File: src/rtl/uart_rxs_pkg.sv
package uart_rxs_pkg;

  typedef struct packed {
    logic [7:0] data;
    logic       pe;
    logic       fe;
    logic       bi;
  } rx_entry_t;

  typedef enum logic [1:0] {
    GATE_OPEN       = 2'd0,
    GATE_WAIT_MARK  = 2'd1,
    GATE_WAIT_START = 2'd2
  } gate_state_e;

  localparam int LSR_DR   = 0;
  localparam int LSR_OE   = 1;
  localparam int LSR_PE   = 2;
  localparam int LSR_FE   = 3;
  localparam int LSR_BI   = 4;
  localparam int LSR_FERR = 7;

  function automatic logic entry_tagged(rx_entry_t e);
    return e.pe | e.fe | e.bi;
  endfunction

endpackage

File: src/rtl/rxs_break_gate.sv
module rxs_break_gate
  import uart_rxs_pkg::*;
(
  input  logic clk_i,
  input  logic rst_ni,
  input  logic flush_i,
  input  logic char_valid_i,
  input  logic char_brk_i,
  input  logic line_high_i,
  input  logic start_bit_i,
  output logic pass_o,
  output logic open_o
);

  gate_state_e state_q, state_d;

  assign open_o = (state_q == GATE_OPEN);
  assign pass_o = char_valid_i & open_o;

  always_comb begin
    state_d = state_q;
    unique case (state_q)
      GATE_OPEN:       if (pass_o && char_brk_i) state_d = GATE_WAIT_MARK;
      GATE_WAIT_MARK:  if (line_high_i)          state_d = GATE_WAIT_START;
      GATE_WAIT_START: if (start_bit_i)          state_d = GATE_OPEN;
      default:                                   state_d = GATE_OPEN;
    endcase
    if (flush_i) state_d = GATE_OPEN;
  end

  always_ff @(posedge clk_i or negedge rst_ni) begin
    if (!rst_ni) state_q <= GATE_OPEN;
    else         state_q <= state_d;
  end

  // reopening needs the marking level first
  a_r4_reopen_after_mark: assert property (@(posedge clk_i) disable iff (!rst_ni)
    (state_q == GATE_WAIT_MARK && !flush_i) |=> (state_q != GATE_OPEN));

endmodule

File: src/rtl/rxs_fifo.sv
module rxs_fifo
  import uart_rxs_pkg::*;
#(
  parameter int DEPTH = 16
) (
  input  logic                           clk_i,
  input  logic                           rst_ni,
  input  logic                           flush_i,
  input  logic                           single_i,
  input  logic                           push_i,
  input  rx_entry_t                      push_entry_i,
  input  logic                           pop_i,
  output rx_entry_t                      head_o,
  output logic                           empty_o,
  output logic                           full_o,
  output logic [$clog2(DEPTH+1)-1:0]     err_cnt_o,
  output logic [$clog2(DEPTH+1)-1:0]     err_cnt_nxt_o
);

  localparam int PTR_W = (DEPTH > 1) ? $clog2(DEPTH) : 1;
  localparam int CNT_W = $clog2(DEPTH + 1);
  localparam logic [PTR_W-1:0] LAST = PTR_W'(DEPTH - 1);

  rx_entry_t        mem_q [DEPTH];
  logic [PTR_W-1:0] rd_ptr_q, wr_ptr_q;
  logic [CNT_W-1:0] cnt_q, err_cnt_q;
  logic             pop_ok, push_tag, pop_tag;

  assign empty_o  = (cnt_q == '0);
  assign full_o   = single_i ? !empty_o : (cnt_q == CNT_W'(DEPTH));
  assign head_o   = mem_q[rd_ptr_q];
  assign pop_ok   = pop_i & !empty_o;
  assign push_tag = push_i & entry_tagged(push_entry_i);
  assign pop_tag  = pop_ok & entry_tagged(head_o);

  assign err_cnt_o     = err_cnt_q;
  assign err_cnt_nxt_o = flush_i ? '0 :
                         err_cnt_q + CNT_W'(push_tag) - CNT_W'(pop_tag);

  function automatic logic [PTR_W-1:0] ptr_inc(logic [PTR_W-1:0] p);
    return (p == LAST) ? '0 : p + PTR_W'(1);
  endfunction

  always_ff @(posedge clk_i) begin
    if (push_i && !flush_i) mem_q[wr_ptr_q] <= push_entry_i;
  end

  always_ff @(posedge clk_i or negedge rst_ni) begin
    if (!rst_ni) begin
      rd_ptr_q  <= '0;
      wr_ptr_q  <= '0;
      cnt_q     <= '0;
      err_cnt_q <= '0;
    end else if (flush_i) begin
      rd_ptr_q  <= '0;
      wr_ptr_q  <= '0;
      cnt_q     <= '0;
      err_cnt_q <= '0;
    end else begin
      if (push_i) wr_ptr_q <= ptr_inc(wr_ptr_q);
      if (pop_ok) rd_ptr_q <= ptr_inc(rd_ptr_q);
      cnt_q     <= cnt_q + CNT_W'(push_i) - CNT_W'(pop_ok);
      err_cnt_q <= err_cnt_nxt_o;
    end
  end

  // occupancy never exceeds the configured depth
  a_r7_count_bound: assert property (@(posedge clk_i) disable iff (!rst_ni)
    cnt_q <= CNT_W'(DEPTH));

  // tagged-entry count never exceeds occupancy
  a_r8_err_le_count: assert property (@(posedge clk_i) disable iff (!rst_ni)
    err_cnt_q <= cnt_q);

  // a pop without push lowers occupancy by one
  a_r5_pop_decrements: assert property (@(posedge clk_i) disable iff (!rst_ni)
    (pop_ok && !push_i && !flush_i) |=> (cnt_q == $past(cnt_q) - CNT_W'(1)));

endmodule

File: src/rtl/uart_rx_status.sv
module uart_rx_status
  import uart_rxs_pkg::*;
#(
  parameter int DEPTH = 16
) (
  input  logic       clk_i,
  input  logic       rst_ni,
  input  logic       fifo_en_i,
  input  logic       char_valid_i,
  input  logic [7:0] char_data_i,
  input  logic       char_perr_i,
  input  logic       char_ferr_i,
  input  logic       char_brk_i,
  input  logic       line_high_i,
  input  logic       start_bit_i,
  input  logic       data_rd_i,
  input  logic       status_rd_i,
  output logic [7:0] data_o,
  output logic [7:0] lsr_o
);

  localparam int CNT_W = $clog2(DEPTH + 1);

  logic             mode_q, flush;
  logic             pass, gate_open, can_push, push, pop, ovr_set;
  rx_entry_t        entry, head;
  logic             empty, full;
  logic [CNT_W-1:0] err_cnt, err_cnt_nxt;
  logic             pe_q, fe_q, bi_q, ovr_q, ferr_q;
  logic [2:0]       tag_view;

  assign flush = (fifo_en_i != mode_q);

  always_ff @(posedge clk_i or negedge rst_ni) begin
    if (!rst_ni) mode_q <= 1'b0;
    else         mode_q <= fifo_en_i;
  end

  rxs_break_gate u_gate (
    .clk_i        (clk_i),
    .rst_ni       (rst_ni),
    .flush_i      (flush),
    .char_valid_i (char_valid_i),
    .char_brk_i   (char_brk_i),
    .line_high_i  (line_high_i),
    .start_bit_i  (start_bit_i),
    .pass_o       (pass),
    .open_o       (gate_open)
  );

  always_comb begin
    entry.data = char_brk_i ? 8'h00 : char_data_i;
    entry.pe   = char_perr_i;
    entry.fe   = char_ferr_i;
    entry.bi   = char_brk_i;
  end

  assign pop      = data_rd_i & !empty & !flush;
  assign can_push = !full | pop;
  assign push     = pass & can_push & !flush;
  assign ovr_set  = pass & !can_push & !flush;

  rxs_fifo #(.DEPTH(DEPTH)) u_fifo (
    .clk_i         (clk_i),
    .rst_ni        (rst_ni),
    .flush_i       (flush),
    .single_i      (!fifo_en_i),
    .push_i        (push),
    .push_entry_i  (entry),
    .pop_i         (pop),
    .head_o        (head),
    .empty_o       (empty),
    .full_o        (full),
    .err_cnt_o     (err_cnt),
    .err_cnt_nxt_o (err_cnt_nxt)
  );

  // sticky flags: set beats clear when both land together
  always_ff @(posedge clk_i or negedge rst_ni) begin
    if (!rst_ni) begin
      pe_q   <= 1'b0;
      fe_q   <= 1'b0;
      bi_q   <= 1'b0;
      ovr_q  <= 1'b0;
      ferr_q <= 1'b0;
    end else if (flush) begin
      pe_q   <= 1'b0;
      fe_q   <= 1'b0;
      bi_q   <= 1'b0;
      ovr_q  <= 1'b0;
      ferr_q <= 1'b0;
    end else begin
      pe_q   <= (push & !fifo_en_i & entry.pe) | (pe_q & !status_rd_i);
      fe_q   <= (push & !fifo_en_i & entry.fe) | (fe_q & !status_rd_i);
      bi_q   <= (push & !fifo_en_i & entry.bi) | (bi_q & !status_rd_i);
      ovr_q  <= ovr_set | (ovr_q & !status_rd_i);
      ferr_q <= fifo_en_i & ((err_cnt_nxt != '0) | (ferr_q & !status_rd_i));
    end
  end

  always_comb begin
    if (mode_q) tag_view = empty ? 3'b000 : {head.bi, head.fe, head.pe};
    else        tag_view = {bi_q, fe_q, pe_q};
  end

  always_comb begin
    lsr_o                    = 8'h00;
    lsr_o[LSR_DR]            = !empty;
    lsr_o[LSR_OE]            = ovr_q;
    lsr_o[LSR_BI:LSR_PE]     = tag_view;
    lsr_o[LSR_FERR]          = ferr_q;
  end

  assign data_o = empty ? 8'h00 : head.data;

  // a mode change leaves nothing visible on the next cycle
  a_r10_flush_clears: assert property (@(posedge clk_i) disable iff (!rst_ni)
    flush |=> (lsr_o == 8'h00));

  // a queued tagged entry always raises the aggregate bit
  a_r8_err_flag: assert property (@(posedge clk_i) disable iff (!rst_ni)
    (mode_q && fifo_en_i && err_cnt != '0) |-> lsr_o[LSR_FERR]);

  // aggregate bit stays low in single-register mode
  a_r9_no_ferr_single: assert property (@(posedge clk_i) disable iff (!rst_ni)
    (!mode_q && !fifo_en_i) |-> !lsr_o[LSR_FERR]);

  // storing a break closes the input
  a_r4_break_closes: assert property (@(posedge clk_i) disable iff (!rst_ni)
    (push && entry.bi) |=> !gate_open);

  // a dropped character is always reported
  a_r2_overrun_seen: assert property (@(posedge clk_i) disable iff (!rst_ni)
    ovr_set |=> lsr_o[LSR_OE]);

endmodule

File: config.mk
export PLATFORM = sky130hd
export DESIGN_NAME = uart_rx_status
export DESIGN_NICKNAME = d
export VERILOG_FILES = /design/src/rtl/uart_rxs_pkg.sv /design/src/rtl/rxs_break_gate.sv /design/src/rtl/rxs_fifo.sv /design/src/rtl/uart_rx_status.sv
export SDC_FILE = /design/constraint.sdc
export NUM_CORES = 1
export LEC_CHECK = 0
export BUFFER_PORTS_ARGS = -buffer_cell sky130_fd_sc_hd__clkbuf_2
export CAP_MARGIN = 20
export CELL_PAD_IN_SITES_DETAIL_PLACEMENT = 1
export CELL_PAD_IN_SITES_GLOBAL_PLACEMENT = 2
export CORE_ASPECT_RATIO = 0.6
export CORE_MARGIN = 2
export CORE_UTILIZATION = 51
export DETAILED_ROUTE_END_ITERATION = 10
export GPL_TIMING_DRIVEN = 0
export PLACE_DENSITY_LB_ADDON = 0.1
export SLEW_MARGIN = 20
export SYNTH_ARGS = -nofsm -noshare
export SYNTH_HDL_FRONTEND = slang
export SYNTH_SLANG_ARGS = --single-unit
File: constraint.sdc
create_clock -name clk_i -period 6.5 [get_ports clk_i]
set_input_delay 0.65 -clock clk_i [delete_from_list [all_inputs] [get_ports clk_i]]
set_output_delay 0.65 -clock clk_i [all_outputs]
set_load 0.01 [all_outputs]
==> metrics.yaml <==
path_cells: "inv_1 > ha_1 > nor4b_1 > a211oi_1 > nor3_2 > buf_2 > o31a_1 > ha_1 > inv_1 > fa_1 > nor2b_1 > o21a_1 > or3_1 > nand3_1 > a41oi_1"
cts_buffer_depth: 3
holdWs_ns: 0.2003
startpoint_type: "flip-flop"
fin_nets: 566
cts_buffers: 20
cts_sinks: 202
cts.repair.resized: 0
ys.warnings.count: 0
die_x_um: 172.1
cts_root_buf: "clkbuf_16"
area_growth_pct: 12.79
max_freq_mhz: 254.9
crit_fanout: 10
worst-slew-pin-transition_ns: 1.076
grt_pass1_vias: 4585
finClkSkew_ns: 0.01650
clk_pin_slew_ns: 0.07
first_pass_iters: 7
synth-main-ff-cell: "edfxtp_1"
yosysUniqueCellTypes: 46
cpPeakStageDelay_ns: 0.52
place_hpwl_mm: 13.06
outcome: "completed"
post_drt_wl_per_cell_um: 25.39
fin_crit_ns: 3.924
cts_tree: "built"
portBuffers: 32
fin_tns_setup_ns: 0
die_y_um: 104.9
wirelength_mm: 19.50
via_count: 4510
synth_cells: 471
via_per_inst: 5.872
finalSetupViolCount: 0
core_area_mm2: 0.01640
clkLatencyLatePin_ns: 0.49
cts_setup_buffers: 0
drv_slew: 0
io_pins: 35
crit_arrival_ns: 4.33
netlist_area_mm2: 0.008647
ys_seq_area_frac: 0.6864
fin_crit_sh: 0.6037
rsz0062_at_grt: "no"
leakage_nw: 3.447
drive_above_1_share: 0.2259
drt_iter0_drc: 464
initial_utilization: 0.5274
ant_nets: 0
slew_headroom: 0.2809
rows: 36
peakVddDrop_mv: 0.1915
cts_max_level: 1
async_flop_share: 0.1287
synth_seq_cells: 202
critical_path_class: "reg -> reg"
grt_start_max_net_pins: 27
worst_ep_required_time_ns: 6.91
grt_use_total: 0.2258
drc: 0
hp-class: "in -> async"
die_area_mm2: 0.01805
cp_slowest_cell: "nor4b_1"
cts_hold_buf: 0
p_per_area_mw_per_mm2: 360.7
avgSynthCellArea_um2: 18.36
maxCapViolations: 0
gp_congestion: 0.7423
grt_overflow_total: 0
diodes: 0
grt_first_pass_wirelength_mm: 29.18
antenna_found_initial: 0
hold_violations: 0
critPathCaptureType: "flip-flop"
synth_edf_count: 176
[power by group]
part,internal [mW],switching (mW)
Combinational,0.432,0.495
Clock,0.626,0.462
Sequential,1.47,0.0331
[stage by stage]
step	area, µm²	setup WS, ns	std cells	utilization	total power, mW
after detailed placement	9141	2.053	735	0.5575	2.459
after global routing	9753	2.324	768	0.5949	3.675
after floorplan	8651	3.115	472	-	2.177
after global placement	9096	2.108	732	0.5548	2.429
final	9753	2.576	768	0.5949	3.518
after CTS	9746	2.515	768	0.5944	3.541
[synth_stat cells (all sizes together), types with 2 or more instances]
cell / n / area [µm²]
o21ai: 7 / 35.03
buf: 21 / 186.4
and3: 12 / 75.07
fa: 2 / 40.04
o22ai: 6 / 37.54
clkbuf: 4 / 15.01
xnor2: 4 / 35.03
o21a: 2 / 15.01
a21o: 3 / 22.52
a21boi: 4 / 30.03
mux2: 4 / 45.04
edfxtp: 176 / 5285
inv: 22 / 82.58
nor3: 6 / 35.03
a311oi: 2 / 17.52
nor2: 19 / 71.32
a21oi: 13 / 68.82
ha: 16 / 200.2
mux4: 52 / 1265
xor2: 4 / 35.03
and2: 14 / 87.58
mux2i: 4 / 40.04
or3: 3 / 18.77
nand3: 2 / 10.01
dfrtp: 26 / 650.6
nor2b: 13 / 81.33
nand2: 18 / 67.56
[critical path: cells and delay by family (launching register included)]
kind | cells | cell delay [ns]
fa+ha+maj | 3 | 0.77
flops | 1 | 0.40
buf+inv | 3 | 0.48
compound gates | 4 | 0.78
simple gates | 5 | 1.42
[placed cells by master (no fill, tap or decap), types with 4 or more instances in the layout]
cell type / synthesis / routed
mux4_1: 25 / 25
nor2b_1: 13 / 11
inv_1: 22 / 22
a21boi_0: 4 / 4
clkbuf_1: 4 / 8
ha_1: 16 / 16
o22ai_1: 6 / 6
clkinv_1: 0 / 4
buf_2: 4 / 4
and2_1: 14 / 14
xnor2_1: 4 / 4
clkbuf_16: 0 / 21
buf_4: 11 / 13
mux2_2: 4 / 4
nand2_1: 18 / 18
a21oi_1: 12 / 12
edfxtp_1: 176 / 176
mux2i_1: 4 / 4
and3_1: 12 / 12
mux4_2: 27 / 27
nor2_1: 19 / 19
clkbuf_2: 0 / 32
o21ai_0: 7 / 7
dfrtp_1: 26 / 26
[logic make-up (layout without fill, tap and decap cells)]
family                   count (synthesis)  in the layout  share of synthesized area
AO/OA/AOI/OAI                           43             43                    0.03212
XOR/XNOR                                 8              8                   0.008102
adder cells (fa/ha/maj)                 18             18                    0.02778
buffers and inverters                   47            115                    0.03285
flip-flops                             202            202                     0.6864
multiplexers                            60             60                     0.1561
other                                    1              2                  0.0004337
AND/OR/NAND/NOR                         92             92                    0.05614
[per-layer routing]
metal | part of all wire | wire [µm] | track usage
met1 | 0.48 | 9449 | 0.3705
met2 | 0.44 | 8560 | 0.3213
met3 | 0.061 | 1187 | 0.03674
met4 | 0.015 | 299 | 0.04382
met5 | 0 | 0 | 0
[state kept, by name (all words and copies together) (netlist names)]
register,flops
ovr_q,1
bi_q,1
pe_q,1
u_fifo.err_cnt_o,5
fe_q,1
u_fifo.mem_q,176
ferr_q,1
mode_q,1
u_fifo.rd_ptr_q,4
u_fifo.cnt_q,5
u_gate.state_q,2
u_fifo.wr_ptr_q,4
[area by class of cell]
cell class	instances	area (µm²)
Buffer	25	201.4
Clock buffer	25	540.5
Clock inverter	8	63.81
Fill cell	1487	6643
Inverter	22	82.58
Multi-Input combinational cell	223	2454
Sequential cell	202	5936
Tap cell	228	285.3
Timing Repair Buffer	35	190.2
[final timing paths]
check / from / endpoint / slack (ns) / cells after the start
worst max-delay path: u_fifo.cnt_q[2] / ferr_q / 2.58 / 15
max in group asynchronous: rst_ni / u_fifo.wr_ptr_q[3] / 5.83 / 1
worst min-delay path: rst_ni / ferr_q / 0.20 / 1
worst min register to register: u_gate.state_q[1] / u_gate.state_q[0] / 0.51 / 1
worst max register to register: u_fifo.cnt_q[2] / ferr_q / 2.58 / 15
min in group clk_i: fifo_en_i / mode_q / 0.28 / 1
Note: power is estimated with default switching activity, not from simulation.
